<file path="config.mk">
export PLATFORM = sky130hd
export DESIGN_NAME = memhot_pin_ctrl
export DESIGN_NICKNAME = d
export VERILOG_FILES = /design/src/rtl/memhot_pkg.sv /design/src/rtl/memhot_sync.sv /design/src/rtl/memhot_sense_fsm.sv /design/src/rtl/memhot_level_out.sv /design/src/rtl/memhot_pin_ctrl.sv
export SDC_FILE = /design/constraint.sdc
export NUM_CORES = 1
export LEC_CHECK = 0
export ABC_AREA = 1
export BUFFER_PORTS_ARGS = -buffer_cell sky130_fd_sc_hd__buf_2
export CORE_ASPECT_RATIO = 1.75
export CORE_MARGIN = 2
export CORE_UTILIZATION = 58
export DETAILED_ROUTE_END_ITERATION = 10
export PLACE_DENSITY = 0.84
export SYNTH_ARGS = -nofsm -noshare
export SYNTH_HDL_FRONTEND = slang
export SYNTH_HIERARCHICAL = 1
export SYNTH_SLANG_ARGS = --single-unit
</file>
<file path="constraint.sdc">
create_clock -name clk -period 6.6 [get_ports clk]
set_input_delay 0.66 -clock clk [delete_from_list [all_inputs] [get_ports clk]]
set_output_delay 0.66 -clock clk [all_outputs]
set_load 0.1 [all_outputs]
</file>
<file path="src/rtl/memhot_pkg.sv">
package memhot_pkg;

    typedef enum logic [1:0] {
        THR_LOW  = 2'd0,
        THR_MID  = 2'd1,
        THR_HIGH = 2'd2,
        THR_OEM  = 2'd3
    } thr_sel_e;

    typedef enum logic [1:0] {
        SN_OFF     = 2'd0,
        SN_WAIT    = 2'd1,
        SN_MEASURE = 2'd2
    } sense_state_e;

    typedef enum logic {
        DRV_RELEASE = 1'b0,
        DRV_PULL    = 1'b1
    } drv_state_e;

endpackage

</file>
<file path="src/rtl/memhot_sync.sv">
module memhot_sync #(
    parameter int   STAGES    = 2,
    parameter logic RESET_VAL = 1'b1
) (
    input  logic clk,
    input  logic rst_n,
    input  logic async_i,
    output logic sync_o
);
    logic [STAGES-1:0] chain_q;

    always_ff @(posedge clk or negedge rst_n) begin
        if (!rst_n) begin
            chain_q <= {STAGES{RESET_VAL}};
        end else begin
            chain_q <= {chain_q[STAGES-2:0], async_i};
        end
    end

    assign sync_o = chain_q[STAGES-1];
endmodule

</file>
<file path="src/rtl/memhot_sense_fsm.sv">
module memhot_sense_fsm
    import memhot_pkg::*;
#(
    parameter int PERIOD_W = 16,
    parameter int HOLD_W   = 8
) (
    input  logic                clk,
    input  logic                rst_n,
    input  logic                tick_i,
    input  logic                pin_act_i,
    input  logic [PERIOD_W-1:0] period_cfg_i,
    input  logic [HOLD_W-1:0]   hold_cfg_i,
    output logic                req_o
);
    localparam logic [HOLD_W:0] HOLD_ONE = 1;

    sense_state_e        state_q, state_d;
    logic [PERIOD_W-1:0] pcnt_q;
    logic [PERIOD_W-1:0] plim;
    logic                strobe;
    logic [HOLD_W-1:0]   acnt_q;
    logic                hold_met;
    logic                disabled;

    assign disabled = (hold_cfg_i == '0);
    assign plim     = (period_cfg_i == '0) ? '0 : (period_cfg_i - PERIOD_W'(1));
    assign strobe   = tick_i && (pcnt_q >= plim);
    assign hold_met = (({1'b0, acnt_q} + HOLD_ONE) >= {1'b0, hold_cfg_i});

    // free-running period counter, advanced by tick
    always_ff @(posedge clk or negedge rst_n) begin
        if (!rst_n) begin
            pcnt_q <= '0;
        end else if (tick_i) begin
            pcnt_q <= strobe ? '0 : (pcnt_q + PERIOD_W'(1));
        end
    end

    // consecutive-low tick counter inside a window
    always_ff @(posedge clk or negedge rst_n) begin
        if (!rst_n) begin
            acnt_q <= '0;
        end else if (state_q != SN_MEASURE) begin
            acnt_q <= '0;
        end else if (tick_i && pin_act_i && !hold_met) begin
            acnt_q <= acnt_q + HOLD_W'(1);
        end
    end

    // state register
    always_ff @(posedge clk or negedge rst_n) begin
        if (!rst_n) begin
            state_q <= SN_WAIT;
        end else begin
            state_q <= state_d;
        end
    end

    // next state
    always_comb begin
        state_d = state_q;
        if (disabled) begin
            state_d = SN_OFF;
        end else begin
            unique case (state_q)
                SN_OFF:     state_d = SN_WAIT;
                SN_WAIT:    if (strobe) state_d = SN_MEASURE;
                SN_MEASURE: if (tick_i && (!pin_act_i || hold_met)) state_d = SN_WAIT;
                default:    state_d = SN_WAIT;
            endcase
        end
    end

    // registered output
    always_ff @(posedge clk or negedge rst_n) begin
        if (!rst_n) begin
            req_o <= 1'b0;
        end else if (disabled) begin
            req_o <= 1'b0;
        end else if (state_q == SN_MEASURE && tick_i) begin
            if (!pin_act_i) begin
                req_o <= 1'b0;
            end else if (hold_met) begin
                req_o <= 1'b1;
            end
        end
    end

    p_zero_disables_r8: assert property (@(posedge clk) disable iff (!rst_n)
        disabled |=> !req_o);

    p_rise_on_tick_r5: assert property (@(posedge clk) disable iff (!rst_n)
        $rose(req_o) |-> $past(tick_i));

    p_fall_on_tick_r6: assert property (@(posedge clk) disable iff (!rst_n)
        $fell(req_o) |-> ($past(tick_i) || $past(disabled)));

    p_rise_needs_low_r5: assert property (@(posedge clk) disable iff (!rst_n)
        $rose(req_o) |-> $past(pin_act_i));
endmodule

</file>
<file path="src/rtl/memhot_level_out.sv">
module memhot_level_out
    import memhot_pkg::*;
#(
    parameter int TEMP_W   = 8,
    parameter int NUM_DIMM = 4
) (
    input  logic                       clk,
    input  logic                       rst_n,
    input  logic [NUM_DIMM*TEMP_W-1:0] temps_i,
    input  logic [TEMP_W-1:0]          thr_low_i,
    input  logic [TEMP_W-1:0]          thr_mid_i,
    input  logic [TEMP_W-1:0]          thr_high_i,
    input  logic [TEMP_W-1:0]          thr_oem_i,
    input  logic [1:0]                 sel_i,
    output logic                       drive_o
);
    logic [TEMP_W-1:0]   limit;
    logic [NUM_DIMM-1:0] over;
    logic                hit;
    drv_state_e          state_q, state_d;

    always_comb begin
        unique case (thr_sel_e'(sel_i))
            THR_LOW:  limit = thr_low_i;
            THR_MID:  limit = thr_mid_i;
            THR_HIGH: limit = thr_high_i;
            THR_OEM:  limit = thr_oem_i;
            default:  limit = thr_oem_i;
        endcase
    end

    for (genvar g = 0; g < NUM_DIMM; g++) begin : g_cmp
        assign over[g] = (temps_i[g*TEMP_W +: TEMP_W] >= limit);
    end

    assign hit = |over;

    // state register
    always_ff @(posedge clk or negedge rst_n) begin
        if (!rst_n) begin
            state_q <= DRV_RELEASE;
        end else begin
            state_q <= state_d;
        end
    end

    // next state
    always_comb begin
        state_d = state_q;
        unique case (state_q)
            DRV_RELEASE: if (hit)  state_d = DRV_PULL;
            DRV_PULL:    if (!hit) state_d = DRV_RELEASE;
            default:     state_d = DRV_RELEASE;
        endcase
    end

    // output
    always_comb begin
        drive_o = (state_q == DRV_PULL);
    end

    p_pull_when_hot_r2: assert property (@(posedge clk) disable iff (!rst_n)
        hit |=> drive_o);

    p_release_when_cool_r2: assert property (@(posedge clk) disable iff (!rst_n)
        !hit |=> !drive_o);
endmodule

</file>
<file path="src/rtl/memhot_pin_ctrl.sv">
module memhot_pin_ctrl #(
    parameter int TEMP_W   = 8,
    parameter int NUM_DIMM = 4,
    parameter int PERIOD_W = 16,
    parameter int HOLD_W   = 8,
    parameter int SYNC_N   = 2
) (
    input  logic                       clk,
    input  logic                       rst_n,
    input  logic                       tick_1us,
    input  logic                       pad_n_i,
    input  logic [PERIOD_W-1:0]        sense_period,
    input  logic [HOLD_W-1:0]          assert_min,
    input  logic [TEMP_W-1:0]          thr_low,
    input  logic [TEMP_W-1:0]          thr_mid,
    input  logic [TEMP_W-1:0]          thr_high,
    input  logic [TEMP_W-1:0]          thr_oem,
    input  logic [1:0]                 thr_sel,
    input  logic [NUM_DIMM*TEMP_W-1:0] dimm_temp,
    output logic                       drive_en,
    output logic                       throttle_req
);
    logic              pad_sync_n;
    logic [SYNC_N-1:0] drv_hist_q;
    logic              self_mask;
    logic              pin_act;

    memhot_sync #(.STAGES(SYNC_N), .RESET_VAL(1'b1)) u_sync (
        .clk     (clk),
        .rst_n   (rst_n),
        .async_i (pad_n_i),
        .sync_o  (pad_sync_n)
    );

    memhot_level_out #(.TEMP_W(TEMP_W), .NUM_DIMM(NUM_DIMM)) u_level (
        .clk        (clk),
        .rst_n      (rst_n),
        .temps_i    (dimm_temp),
        .thr_low_i  (thr_low),
        .thr_mid_i  (thr_mid),
        .thr_high_i (thr_high),
        .thr_oem_i  (thr_oem),
        .sel_i      (thr_sel),
        .drive_o    (drive_en)
    );

    // remember own drive as long as it takes to leave the synchronizer
    always_ff @(posedge clk or negedge rst_n) begin
        if (!rst_n) begin
            drv_hist_q <= '0;
        end else begin
            drv_hist_q <= {drv_hist_q[SYNC_N-2:0], drive_en};
        end
    end

    assign self_mask = drive_en || (|drv_hist_q);
    assign pin_act   = !pad_sync_n && !self_mask;

    memhot_sense_fsm #(.PERIOD_W(PERIOD_W), .HOLD_W(HOLD_W)) u_sense (
        .clk          (clk),
        .rst_n        (rst_n),
        .tick_i       (tick_1us),
        .pin_act_i    (pin_act),
        .period_cfg_i (sense_period),
        .hold_cfg_i   (assert_min),
        .req_o        (throttle_req)
    );

    p_own_drive_masked_r9: assert property (@(posedge clk) disable iff (!rst_n)
        $rose(throttle_req) |-> $past(!drive_en));
endmodule

</file>
==> Word level (Yosys, flattened, before mapping) <==
Cells that the tools add are included.
{ "word_totals": {"regBits": 32, "input_bits": 94, "output_inout_bits": 2, "elab_cells": 61} }
{ "op_classes": {"n_addsub": 4, "magnitude_cmp": 6, "eq_ne": 9, "mux": 14, "n_reduce_logical": 21} }
{ "ops": {"columns": ["op", "n"], "rows": [
  ["$ge A8 B8 Y1", 4],
  ["$mux W16", 2],
  ["$pmux W8 S4", 1],
  ["$add A16 B1 Y16 const B", 1],
  ["$ge A16 B16 Y1", 1],
  ["$logic_not A16 Y1", 1],
  ["$mux W8", 2],
  ["$sub A16 B1 Y16 const B", 1],
  ["$add A8 B1 Y9 const B", 1],
  ["$ge A9 B8 Y1", 1],
  ["$add A8 B1 Y8 const B", 1],
  ["$logic_not A8 Y1", 1],
  ["$eq A2 B2 Y1 const B", 3],
  ["$logic_and A1 B1 Y1", 6],
  ["$mux W2", 3],
  ["$ne A3 B1 Y1 const B", 2],
  ["$mux W1", 5],
  ["$eq A2 B1 Y1 const B", 2],
  ["$logic_not A1 Y1", 4],
  ["$pmux W2 S2", 1],
  ["$reduce_and A2 Y1", 2],
  ["$reduce_bool A2 Y1", 2],
  ["$reduce_or A4 Y1", 1],
  ["$ne A3 B3 Y1 const B", 1],
  ["other kinds (4)", 5]
]} }

==> Depth between registers and ports, before layout <==
{ "logic_depth": {"word_depth": 10, "depth_mapped": 22, "mapped_depth_nobuf": 21} }

==> Hierarchy <==
The synthesis kept the hierarchy.
{ "by_module_without_submodules": {"columns": ["module", "instances", "cells_each", "area_per_inst_um2", "seq_area_each_um2"], "rows": [
  ["memhot_sense_fsm", 1, 341, 2461.1, 676.9],
  ["memhot_level_out", 1, 160, 980.9, 25.0],
  ["memhot_pin_ctrl", 1, 9, 76.3, 50.0],
  ["memhot_sync", 1, 2, 52.6, 52.6]
]} }

==> Least setup slack after synthesis <==
Ideal clock, no wire load.
{ "synth_timing": {"kind": "input -> register", "from": "input port sense_period[2]", "to": "register u_sense.state_q[1]", "arrival_ns": 2.816, "path_slack_ns": 3.719, "path_stages": 18, "n_path_buf": 1, "cell_sequence": "nor3_2 > inv_2 > nor2_1 > nand3_1 > nor2_2 > nand4_1 > xor2_1 > nand2_1 > ha_1 > nand2_1 > nor3_1 > nand3_1 > nand3_1 > nand2_1 > inv_2 > buf_4 > nand4_1 > nand2_1"} }
{ "synth_via": {"elab_chain_cells": 6, "word_cells_on_any_way": 7, "classes_between": "add/sub (1); order compare (1); eq/ne (1); mux (1); reduce/logical (3)"} }
{ "synth_rtl": {"columns": ["item", "line_no", "text"], "rows": [
  ["start, declared", "memhot_pin_ctrl.sv:12", "input logic [PERIOD_W-1:0] sense_period,"],
  ["$sub A16 B1 Y16 / $logic_not A16 Y1 (equally long branches)", "memhot_sense_fsm.sv:26", "assign plim = (period_cfg_i == '0) ? '0 : (period_cfg_i - PERIOD_W'(1));"],
  ["$mux W16 *", "memhot_sense_fsm.sv:26", null],
  ["$ge A16 B16 Y1 *", "memhot_sense_fsm.sv:27", "assign strobe = tick_i && (pcnt_q >= plim);"],
  ["$logic_and A1 B1 Y1 *", "memhot_sense_fsm.sv:27", null],
  ["$ne A3 B1 Y1 (no line) *", null, null],
  ["$reduce_and A2 Y1 (no line) *", null, null],
  ["end signal, assigned", "memhot_sense_fsm.sv:55", "state_q <= state_d;"],
  ["end, declared", "memhot_sense_fsm.sv:17", "sense_state_e state_q, state_d;"]
]} }
Mark *: on every way between the ends. The rest lies on a longest branch, timed or not.
A chain may end at the register's enable or synchronous reset.

==> Worst setup path after layout <==
{ "layout_timing": {"from": "input port sense_period[7]", "to": "register u_sense.pcnt_q[6]"} }
{ "layout_via": {"elab_chain_cells": 5, "word_cells_on_any_way": 6, "classes_between": "add/sub (1); order compare (1); mux (2); reduce/logical (2)"} }
{ "layout_rtl": {"columns": ["item", "line_no", "text"], "rows": [
  ["$sub A16 B1 Y16 / $logic_not A16 Y1 (equally long branches)", "memhot_sense_fsm.sv:26", null],
  ["$mux W16 *", "memhot_sense_fsm.sv:26", null],
  ["$ge A16 B16 Y1 *", "memhot_sense_fsm.sv:27", null],
  ["$logic_and A1 B1 Y1 *", "memhot_sense_fsm.sv:27", null],
  ["$mux W16 *", "memhot_sense_fsm.sv:35", "pcnt_q <= strobe ? '0 : (pcnt_q + PERIOD_W'(1));"],
  ["end signal, assigned", "memhot_sense_fsm.sv:35", null],
  ["end, declared", "memhot_sense_fsm.sv:18", "logic [PERIOD_W-1:0] pcnt_q;"]
]} }
Marks and branches as above.

==> impl_metrics.tcl <==
set metrics [dict create \
    cellPowerDensity_nw_per_um2 161 \
    cp_top_family "simple AND/OR/NAND/NOR gates" \
    critPathLaunchType "input pin" \
    wl_mm 8.98 \
    wire_per_inst_um 13.0 \
    cp_max_fo 12 \
    layout_common_cells "130 x nand2_1, 95 x buf_2, 67 x inv_1" \
    grt_pass1_wl_mm 14.9 \
    syn2layout_area_growth_pct 18.6 \
    grt_max_degree 33 \
    path_cells "buf_2, nor2_1, inv_1, nor2_1, inv_1, nor2_1, nand4_1, nand3_1, ha_1, a21oi_1, o21ai_1, a21oi_1, nand3_1, nand2_1, inv_2, nor3b_1" \
    cp_data_required_time_ns 6.78 \
    layout-drive-gt1-share_pct 21.4 \
    antenna_left 0 \
    syn-num-nets 662 \
    cts.reportedPaths.clkPinSlew_ns 0.07 \
    slowest_delay_ns 0.39 \
    drt_iter0_drc 126 \
    placementRows 37 \
    syn_inst 512 \
    grt.overflow.total 0 \
    ys_ff_latch 32 \
    maxCapViolCount 0 \
    cts-root-buf "clkbuf_8" \
    syn_area_um2 3570 \
    ys_seq_area_share_pct 22.5 \
    worstSetupPathDepth 16 \
    leakagePower_uw 0.00232 \
    place_congestion 0.885 \
    crit_arrival_ns 3.54 \
    cts-resized-gates 0 \
    vias_per_cell 5.46 \
    setup_tns_ns 0 \
    dp_worst_setup_slack_ns 3.04 \
    avgSynthCellArea_um2 6.97 \
    outcome "completed" \
    rsz0062_at_grt "no" \
    diodes 0 \
    core-area_um2 5930 \
    setup_viol_count_final 0 \
    cp_num_buf_inv 4 \
    final_common_cell "nand2_1" \
    fmax_mhz 297 \
    path_class "in -> reg" \
    synth_edf_count 0 \
    end_kind "flip-flop" \
    cp_slowest_cell "nand4_1" \
    num-fill-cells 546 \
    synth_cell_types 40 \
    track_usage_pct 27.0 \
    die_w_um 63.3 \
    final_nets 760 \
    fin_crit_sh_pct 50.9 \
    grt_pass1_vias 3687 \
    tightestPinTransition_ns 0.710 \
    cts.sinks 32 \
    die_y_um 108 \
    cts_max_level 2 \
    post-place-cells 681 \
    clk_path_buf_depth 2 \
    hpwl_mm 7.55 \
    slew_headroom_pct 52.6 \
    final_hold_viol_count 0 \
    ys_warn_count 6 \
    min_path_cells 0 \
    fin_ws_ns 3.24 \
    antenna_found_initial 0 \
    post_cts_buffers 0 \
    drc 0 \
    clock_skew_ns 0.00474 \
    route.vias.total 3763 \
    port-buffer-count 95 \
    io_pins 96 \
    finalCriticalPeriod_ns 3.36 \
    cts_buffers 5 \
    crit_top_cell "nor2_1" \
    start_util_pct 60.3 \
    synth_flop_cell "dfrtp_1" \
    tritoncts "done" \
    drv_slew 0 \
    dieArea_um2 6830 \
    irDropWorstVdd_uv 146 \
    cts_hold_buffers 0 \
    stdcell_count 689 \
    first_pass_iters 4 \
    async_flop_share_pct 100 \
    clk_latency_ns 0.28 \
    ff2ff_path_depth 14 \
    hold_class "reg -> reg" \
]
==> power by group <==
| group | internal, uW | leakage (uW) | total, uW | switching (uW) |
|---|---|---|---|---|
| logic | 97.1 | 0.00186 | 248 | 151 |
| clock network | 112 | 0.0000541 | 186 | 74.8 |
| registers | 222 | 0.000411 | 248 | 25.6 |
==> state kept, by name (all words and copies together), names as in the netlist <==
| name | cells |
|---|---|
| drv_hist_q | 2 |
| u_level/drive_o | 1 |
| u_sense/acnt_q | 8 |
| u_sense/pcnt_q | 16 |
| u_sense/req_o | 1 |
| u_sense/state_q | 2 |
| u_sync/chain_q | 2 |
==> layer usage <==
layer | GRT usage (%) | up-vias | share of wire (%) | wire length [um]
met5 | 0 | - | 0 | 0
met4 | 10.7 | 0 | 3.0 | 266
met3 | 2.93 | 21 | 3.8 | 345
met2 | 56.5 | 106 | 58 | 5250
met1 | 25.7 | 1730 | 35 | 3130
li1 | - | 1906 | - | -
==> path summary, 6_finish.rpt <==
check                                  start                end  slack (ns)
max in group asynchronous              rst_n      drv_hist_q[0]        5.72
setup / recovery             sense_period[7]  u_sense/pcnt_q[6]        3.24
setup reg to reg           u_sense/acnt_q[0]  u_sense/acnt_q[7]        3.99
min in group asynchronous              rst_n      u_sense/req_o        0.42
hold reg to reg            u_sync/chain_q[0]  u_sync/chain_q[1]        0.36
hold / removal             u_sync/chain_q[0]  u_sync/chain_q[1]        0.36
==> stage by stage <==
stage / instance area, um2 / hold slack (ns) / utilization (%) / power [uW]
floorplan: 3570 / 0.345 / - / 418
global placement: 4120 / 0.346 / 69.6 / 487
detailed placement: 4120 / 0.349 / 69.6 / 498
CTS: 4230 / 0.358 / 71.5 / 686
global route: 4230 / 0.359 / 71.5 / 738
finish: 4230 / 0.358 / 71.5 / 682
==> final cells by class <==
cell class | instances | area [um2] | share of cell area, %
Multi-Input combinational cell | 404 | 2470 | 58.4
Timing Repair Buffer | 95 | 475 | 11.2
Sequential cell | 32 | 805 | 19.0
Tap cell | 78 | 97.6 | 2.30
Inverter | 72 | 273 | 6.44
Clock inverter | 3 | 42.5 | 1.00
Clock buffer | 5 | 68.8 | 1.63
==> cells by family (layout without fill, tap and decap cells) <==
logic type,Yosys count,after routing,share of synthesized area [%]
buffers and inverters,76,175,8.23
adders and majority gates,56,56,19.6
DFF,32,32,22.5
and+or+nand+nor,273,273,35.8
xor gates and xnor gates,18,18,4.41
AOI/OAI and AO/OA,57,57,9.43
==> cell usage after synthesis (all sizes together), types with 3 or more instances <==
library cell / count / area, um2
nand3: 40 / 228
or2: 3 / 18.8
nand2: 132 / 500
nand3b: 8 / 60.1
inv: 72 / 273
a221oi: 7 / 61.3
nor3: 12 / 65.1
nor2: 56 / 254
buf: 3 / 17.5
a21oi: 21 / 105
dfrtp: 29 / 726
nor4: 5 / 37.5
xnor2: 6 / 52.6
o21ai: 19 / 95.1
nand4: 14 / 93.8
o211ai: 4 / 30.0
dfstp: 3 / 78.8
a21o: 3 / 22.5
ha: 56 / 701
xor2: 12 / 105
==> worst register-to-register path: cells and delay by family (launching register included) <==
kind / cells / cell delay, ns
simple gates: 9 / 0.99
flops: 1 / 0.44
compound gates: 1 / 0.17
xor+xnor: 1 / 0.29
fa+ha+maj: 2 / 0.54
buf+inv: 1 / 0.08
Power figures use the tool's default switching activity.
